`src/rtl/bcq_pkg.sv`:
```
package bcq_pkg;
  localparam int WORD_W   = 64;
  localparam int MAX_DATA = 4;

  typedef enum logic [2:0] {
    OP_BLK_RD  = 3'd0,
    OP_BLK_WR  = 3'd1,
    OP_ONE_WR  = 3'd2,
    OP_IO_RD   = 3'd3,
    OP_IO_BCST = 3'd4
  } op_e;

  function automatic logic op_known(input logic [2:0] op);
    return op <= 3'd4;
  endfunction

  function automatic logic [2:0] op_ndata(input logic [2:0] op);
    case (op)
      OP_BLK_WR:  return 3'd4;
      OP_ONE_WR:  return 3'd1;
      OP_IO_BCST: return 3'd1;
      default:    return 3'd0;
    endcase
  endfunction
endpackage

```
`src/rtl/bcq_cfg.sv`:
```
module bcq_cfg #(
  parameter int TAG_W = 4
) (
  input  logic             clk_i,
  input  logic             rst_ni,
  input  logic             we_i,
  input  logic [1:0]       sel_i,
  input  logic [7:0]       data_i,
  output logic [TAG_W-1:0] mem_tag_o,
  output logic [TAG_W-1:0] io_tag_o,
  output logic [3:0]       bank_id_o,
  output logic [3:0]       bank_mask_o,
  output logic             ready_o
);
  logic       mem_set_q, io_set_q;
  logic [2:0] lg_q;

  always_ff @(posedge clk_i or negedge rst_ni) begin
    if (!rst_ni) begin
      mem_tag_o <= '0;
      io_tag_o  <= '0;
      bank_id_o <= '0;
      lg_q      <= '0;
      mem_set_q <= 1'b0;
      io_set_q  <= 1'b0;
    end else if (we_i) begin
      case (sel_i)
        2'd0: begin mem_tag_o <= data_i[TAG_W-1:0]; mem_set_q <= 1'b1; end
        2'd1: begin io_tag_o  <= data_i[TAG_W-1:0]; io_set_q  <= 1'b1; end
        2'd2: begin
          bank_id_o <= data_i[3:0];
          lg_q      <= (data_i[7:4] > 4'd4) ? 3'd4 : data_i[6:4];
        end
        default: ;
      endcase
    end
  end

  always_comb begin
    for (int i = 0; i < 4; i++) bank_mask_o[i] = (3'(i) < lg_q);
  end

  assign ready_o = mem_set_q & io_set_q;
endmodule

```
`src/rtl/bcq_filter.sv`:
```
module bcq_filter
  import bcq_pkg::*;
#(
  parameter int TAG_W   = 4,
  parameter int ADDR_W  = 32,
  parameter int BLK_LSB = 2
) (
  input  logic              clk_i,
  input  logic              rst_ni,
  input  logic              ready_i,
  input  logic [TAG_W-1:0]  mem_tag_i,
  input  logic [TAG_W-1:0]  io_tag_i,
  input  logic [3:0]        bank_id_i,
  input  logic [3:0]        bank_mask_i,
  input  logic              bus_valid_i,
  input  logic              bus_cmd_i,
  input  logic [WORD_W-1:0] bus_word_i,
  output logic              push_o,
  output logic [WORD_W-1:0] word_o
);
  logic [2:0]       op, rem_q;
  logic             keep_q, tag_mem, tag_io, bank_hit, hit;
  logic [TAG_W-1:0] tag;

  assign op       = bus_word_i[WORD_W-1 -: 3];
  assign tag      = bus_word_i[ADDR_W-1 -: TAG_W];
  assign tag_mem  = (tag == mem_tag_i);
  assign tag_io   = (tag == io_tag_i);
  assign bank_hit = ((bus_word_i[BLK_LSB +: 4] ^ bank_id_i) & bank_mask_i) == 4'd0;

  always_comb begin
    case (op)
      OP_BLK_RD, OP_BLK_WR, OP_ONE_WR: hit = tag_mem & bank_hit;
      OP_IO_RD:                        hit = tag_io & bank_hit;
      OP_IO_BCST:                      hit = 1'b1;
      default:                         hit = 1'b0;
    endcase
    hit = hit & ready_i & op_known(op);
  end

  always_ff @(posedge clk_i or negedge rst_ni) begin
    if (!rst_ni) begin
      rem_q  <= '0;
      keep_q <= 1'b0;
    end else if (bus_valid_i) begin
      if (bus_cmd_i) begin
        rem_q  <= op_known(op) ? op_ndata(op) : 3'd0;
        keep_q <= hit;
      end else if (rem_q != 3'd0) begin
        rem_q  <= rem_q - 3'd1;
      end
    end
  end

  assign push_o = bus_valid_i & (bus_cmd_i ? hit : (rem_q != 3'd0) & keep_q);
  assign word_o = bus_word_i;
endmodule

```
`src/rtl/bcq_fifo.sv`:
```
module bcq_fifo #(
  parameter int W     = 64,
  parameter int DEPTH = 16,
  parameter int RD_N  = 5,
  localparam int AW   = $clog2(DEPTH),
  localparam int CW   = $clog2(DEPTH + 1)
) (
  input  logic                   clk_i,
  input  logic                   rst_ni,
  input  logic                   push_i,
  input  logic [W-1:0]           wdata_i,
  input  logic                   pop_i,
  input  logic [2:0]             pop_n_i,
  output logic [RD_N-1:0][W-1:0] rdata_o,
  output logic [CW-1:0]          count_o
);
  logic [W-1:0]  mem_q [DEPTH];
  logic [AW-1:0] wr_q, rd_q;
  logic          do_push;

  assign do_push = push_i & (count_o != CW'(DEPTH));

  always_ff @(posedge clk_i) begin
    if (do_push) mem_q[wr_q] <= wdata_i;
  end

  always_ff @(posedge clk_i or negedge rst_ni) begin
    if (!rst_ni) begin
      wr_q    <= '0;
      rd_q    <= '0;
      count_o <= '0;
    end else begin
      if (do_push) wr_q <= wr_q + AW'(1);
      if (pop_i)   rd_q <= rd_q + AW'(pop_n_i);
      count_o <= count_o + CW'(do_push) - (pop_i ? CW'(pop_n_i) : CW'(0));
    end
  end

  for (genvar k = 0; k < RD_N; k++) begin : g_rd
    assign rdata_o[k] = mem_q[rd_q + AW'(k)];
  end
endmodule

```
`src/rtl/bus_cmd_queue.sv`:
```
module bus_cmd_queue
  import bcq_pkg::*;
#(
  parameter int DEPTH   = 16,
  parameter int TAG_W   = 4,
  parameter int ADDR_W  = 32,
  parameter int BLK_LSB = 2,
  localparam int CW     = $clog2(DEPTH + 1),
  localparam int WORST  = 1 + MAX_DATA
) (
  input  logic                       clk_i,
  input  logic                       rst_ni,
  input  logic                       cfg_we_i,
  input  logic [1:0]                 cfg_sel_i,
  input  logic [7:0]                 cfg_data_i,
  input  logic                       bus_valid_i,
  input  logic                       bus_cmd_i,
  input  logic [WORD_W-1:0]          bus_word_i,
  output logic                       stop_o,
  output logic                       cmd_valid_o,
  output logic [WORD_W-1:0]          cmd_word_o,
  output logic [2:0]                 cmd_ndata_o,
  output logic [MAX_DATA*WORD_W-1:0] cmd_data_o,
  input  logic                       cmd_pop_i
);
  logic [TAG_W-1:0] mem_tag, io_tag;
  logic [3:0]       bank_id, bank_mask;
  logic             cfg_ready, push;
  logic [WORD_W-1:0] push_word;
  logic [MAX_DATA:0][WORD_W-1:0] head;
  logic [CW-1:0]    fifo_count;
  logic             pop;

  bcq_cfg #(.TAG_W(TAG_W)) u_cfg (
    .clk_i, .rst_ni, .we_i(cfg_we_i), .sel_i(cfg_sel_i), .data_i(cfg_data_i),
    .mem_tag_o(mem_tag), .io_tag_o(io_tag), .bank_id_o(bank_id),
    .bank_mask_o(bank_mask), .ready_o(cfg_ready)
  );

  bcq_filter #(.TAG_W(TAG_W), .ADDR_W(ADDR_W), .BLK_LSB(BLK_LSB)) u_filter (
    .clk_i, .rst_ni, .ready_i(cfg_ready), .mem_tag_i(mem_tag), .io_tag_i(io_tag),
    .bank_id_i(bank_id), .bank_mask_i(bank_mask), .bus_valid_i, .bus_cmd_i,
    .bus_word_i, .push_o(push), .word_o(push_word)
  );

  bcq_fifo #(.W(WORD_W), .DEPTH(DEPTH), .RD_N(MAX_DATA + 1)) u_fifo (
    .clk_i, .rst_ni, .push_i(push), .wdata_i(push_word), .pop_i(pop),
    .pop_n_i(3'd1 + cmd_ndata_o), .rdata_o(head), .count_o(fifo_count)
  );

  assign cmd_word_o  = head[0];
  assign cmd_ndata_o = op_ndata(head[0][WORD_W-1 -: 3]);
  // head is always a command word: only accepted commands precede their data
  assign cmd_valid_o = (fifo_count != '0) && (fifo_count > CW'(cmd_ndata_o));
  assign pop         = cmd_pop_i & cmd_valid_o;
  assign stop_o      = fifo_count > CW'(DEPTH - WORST);

  for (genvar k = 0; k < MAX_DATA; k++) begin : g_data
    assign cmd_data_o[k*WORD_W +: WORD_W] = (3'(k) < cmd_ndata_o) ? head[k+1] : '0;
  end
endmodule

```
`config.mk`:
```
export PLATFORM = sky130hd
export DESIGN_NAME = bus_cmd_queue
export DESIGN_NICKNAME = d
export VERILOG_FILES = /design/src/rtl/bcq_pkg.sv /design/src/rtl/bcq_cfg.sv /design/src/rtl/bcq_filter.sv /design/src/rtl/bcq_fifo.sv /design/src/rtl/bus_cmd_queue.sv
export SDC_FILE = /design/constraint.sdc
export NUM_CORES = 2
export LEC_CHECK = 0
export ABC_CLOCK_PERIOD_IN_PS = 10000
export BUFFER_PORTS_ARGS = -buffer_cell sky130_fd_sc_hd__buf_4
export CAP_MARGIN = 20
export CORE_UTILIZATION = 40
export DETAILED_ROUTE_END_ITERATION = 10
export GPL_TIMING_DRIVEN = 1
export HOLD_SLACK_MARGIN = 0.03
export PLACE_DENSITY = 0.61
export SETUP_SLACK_MARGIN = 0.4
export SYNTH_ARGS = -nofsm -noshare
export SYNTH_HDL_FRONTEND = slang
export SYNTH_HIERARCHICAL = 1
export SYNTH_SLANG_ARGS = --single-unit
```
`constraint.sdc`:
```
create_clock -name clk_i -period 10 [get_ports clk_i]
set_input_delay 0.5 -clock clk_i [delete_from_list [all_inputs] [get_ports clk_i]]
set_output_delay 0.5 -clock clk_i [all_outputs]
set_load 0.005 [all_outputs]
```
==> summary.txt <==
Min path
  – Hold Crit Start: bus_word_i[0]
  – Worst min-delay path endpoint: u_fifo/mem_q[13][0]
  – Worst hold-check path type: input port to flip-flop
  – Min-Delay Path Depth: 1

STA
  – Hold_ws: 0.0710 ns
  – Max_slew headroom: 22.4%
  – Final setup vio count: 0
  – Final hold violation count: 0
  – Final Max Slew Viols: 0
  – Worst slew pin tran: 1.16 ns
  – RSZ-0062 raised after global routing: false
  – Clk_skew: 0.0344 ns
  – Min Tclk post-route: 6.60 ns
  – Final Cycle Share: 66.0%
  – Fmax: 0.152 GHz
  – Setup TNS: 0 ns

Synthesis
  – Post-Syn Area per Cell: 14.5 um^2
  – Synthesized Nets: 4,729
  – Register area share after synthesis: 47.1%
  – Post-synth top area share: 45.8%
  – Synth Cell Area: 67,100 um^2
  – Most frequent cells after synthesis: edfxtp_1 (1,024), mux4_2 (792), nand2_1 (556), mux2i_1 (322), and2_1 (259)
  – Most common cell in the synthesized netlist: edfxtp_1
  – Post-synth cell types: 55
  – Yosys warns: 6
  – EDFF count, synth: 1,024
  – FFs w/ async S/R, synth: 3.21%
  – Primary FF master, synth: edfxtp_1
  – Cells after Synth: 4,625
  – Area leader, netlist: edfxtp_1
  – FF+latch count, synth: 1,058
  – Synth area leaders: edfxtp_1 (46%), mux4_2 (27%), mux2i_1 (4.8%)

Pwr
  – Pwr dens: 380 nW/um^2
  – VDD IR max: 0.897 mV
  – Leakage power: 26.0 nW
  – Final Power: 28.9 mW

Worst setup path
  – Slowest stage delay, CP: 1.04 ns
  – Critical Path AT: 6.10 ns
  – Setup CP Type: flip-flop to output pin
  – Worst flop-to-flop path endpoint: u_fifo/count_o[4]
  – Data required, critical path: 9.50 ns
  – Critical Path Source Type: flip-flop
  – Reg2reg start: u_fifo/rd_q[0]
  – Reg2Reg Depth: 22
  – Crit path max fanout: 93
  – Most common cell on crit path: buf_4
  – WP buf/inv: 5
  – Crit-path leading delay family: buffers and inverters
  – Endpoint class of the critical path: output pin
  – CP max stage cell: dfrtp_4
  – Crit-path cells: buf_4 > buf_4 > xnor2_2 > buf_4 > buf_4 > mux4_2 > a21oi_1 > and2_1 > buf_4
  – R2R setup slack: 3.69 ns

Drt
  – DRT Pass-1 Iters: 6
  – WL/cell: 30.6 um
  – Final ANT Viol Nets: 0
  – Drt drc: 0
  – Drt initial violations: 4,730
  – Via density per instance: 6.38
  – Final wirelength: 218,000 um
  – Vias: 45,350

CTS
  – CTS tree: yes
  – Root buffer cell: clkbuf_16
  – Cts bufs inserted: 116
  – Clock-pin slew on the worst setup and hold paths: 0.06 ns
  – # clock sinks: 1,058
  – Clk_lat worst skew: 0.77 ns
  – CTS Buffer Depth: 3
  – H-tree depth: 3
  – Resized cells post-CTS: 0

Finish
  – Layout cell share with drive strength beyond 1: 35.8%
  – Number of fill cells: 14,423
  – Area grow syn2layout: 13.3%
  – Final Cell Area: 76,000 um^2
  – Layout Cells excl Fill: 7,108
  – Final #Nets: 4,919

Placement
  – Placed insts: 6,824
  – Global placement routability congestion: 0.836
  – DP Wirelength: 126,000 um
  – Post-DP Area: 71,500 um^2
  – I/O Buffers: 403

Global route
  – Initial antenna violation count: 8
  – First-pass GRT wire length: 312,000 um
  – GRT Util Overall: 25.3%
  – Vias in the first global route: 44,352
  – Total gr overflow: 0
  – Largest net degree at the start of global routing: 196

Flow run
  – MaxCap Viol Count: 0

Run status
  – Status: completed

Floorplanning
  – Row cnt: 149
  – Io pins: 405
  – Die H: 412 um
  – Initial Utilization: 40.5%
  – Core Area: 166,000 um^2
  – Die width: 412 um
  – Die area: 169,000 um^2
per-stage QoR:
stage	util [%]	setup slack, ns
6_report	45.9	3.40
5_1_grt	45.9	3.09
4_1_cts	45.8	2.96
3_5_place_dp	43.1	3.75
3_3_place_gp	43.1	3.76
2_1_floorplan	-	2.83
placed cells by master (no fill, tap or decap), types with 61 or more instances in the layout:
cell,count
buf_4,485
mux2_2,255
dlygate4sd3_1,61
mux2i_1,322
a21oi_1,156
nand3_1,80
mux4_2,792
a31oi_1,88
nand2_1,556
a211oi_1,67
nor2b_1,65
nor2_1,154
clkbuf_16,117
o21ai_0,72
and2_1,258
edfxtp_1,1024
kinds of logic after synthesis:
group / after synthesis / share of synthesized area [%]
multiplexers: 1369 / 35.7
AND/OR/NAND/NOR: 1158 / 8.03
flip-flops: 1058 / 47.1
buffers and inverters: 513 / 3.86
AO/OA/AOI/OAI: 476 / 4.56
XOR/XNOR: 26 / 0.339
adder cells (fa/ha/maj): 24 / 0.470
other: 1 / 0.00559
flip-flops by register name, indices dropped and copies added (netlist names):
| signal | flops |
|---|---|
| u_cfg/mem_tag_o | 4 |
| u_fifo/count_o | 5 |
| u_filter/keep_q | 1 |
| u_cfg/io_tag_o | 4 |
| u_cfg/bank_id_o | 4 |
| u_fifo/mem_q | 1024 |
| u_filter/rem_q | 3 |
| u_fifo/rd_q | 4 |
| u_cfg/lg_q | 3 |
| u_cfg/mem_set_q | 1 |
| u_cfg/io_set_q | 1 |
| u_fifo/wr_q | 4 |
area by class of cell:
type / instances / area [um^2] / area share, %
clock buffers: 142 / 3020 / 3.97
clock inverters: 74 / 857 / 1.13
repair buffers: 558 / 4500 / 5.92
well taps: 2189 / 2740 / 3.60
flip-flops and latches: 1058 / 31600 / 41.6
inverters: 27 / 104 / 0.137
multi-input cells: 3054 / 33200 / 43.6
diodes: 6 / 15.0 / 0.0197
power breakdown:
part,internal (mW),switching (mW),leakage (nW),total [mW]
combinational,8.59,10.6,14.5,19.2
clock,2.56,1.85,1.89,4.41
sequential,5.00,0.229,9.61,5.23
total,16.2,12.7,26.0,28.9
worst reg2reg max path: cells and delay by family (launching register included):
| family | cells | cell delay, ns |
|---|---|---|
| xor+xnor | 1 | 0.12 |
| flops | 1 | 0.87 |
| compound gates | 5 | 1.29 |
| buf+inv | 6 | 1.50 |
| simple gates | 4 | 0.58 |
| fa+ha+maj | 4 | 1.09 |
| mux | 2 | 0.72 |
routing by layer:
layer	part of all wire, %	up-vias	GRT usage, %
met5	0.0051	-	0
met4	3.4	2	8.57
met3	9.3	391	5.48
met2	47	2353	39.9
met1	40	23737	34.7
li1	-	18867	-
worst max path at each step:
stage / from / endpoint / slack (ns) / cells past startpoint
after floorplan: bus_word_i[5] / u_fifo/mem_q[3][0] / 2.83 / 8
after global placement: u_fifo/rd_q[0] / u_fifo/count_o[4] / 3.76 / 22
after detailed placement: u_fifo/rd_q[0] / u_fifo/count_o[4] / 3.75 / 22
after CTS: u_fifo/rd_q[0] / cmd_data_o[9] / 2.96 / 11
after global routing: u_fifo/rd_q[0] / cmd_data_o[9] / 3.09 / 12
final: u_fifo/rd_q[2] / cmd_data_o[173] / 3.40 / 9
what timing repair did:
action | in CTS | in global routing
setup buffers | 0 | 0
endpoints found under the hold margin | 825 | 0
setup endpoints to repair | 0 | 0
hold buffers | 61 | 0
Power figures use the tool's default switching activity.
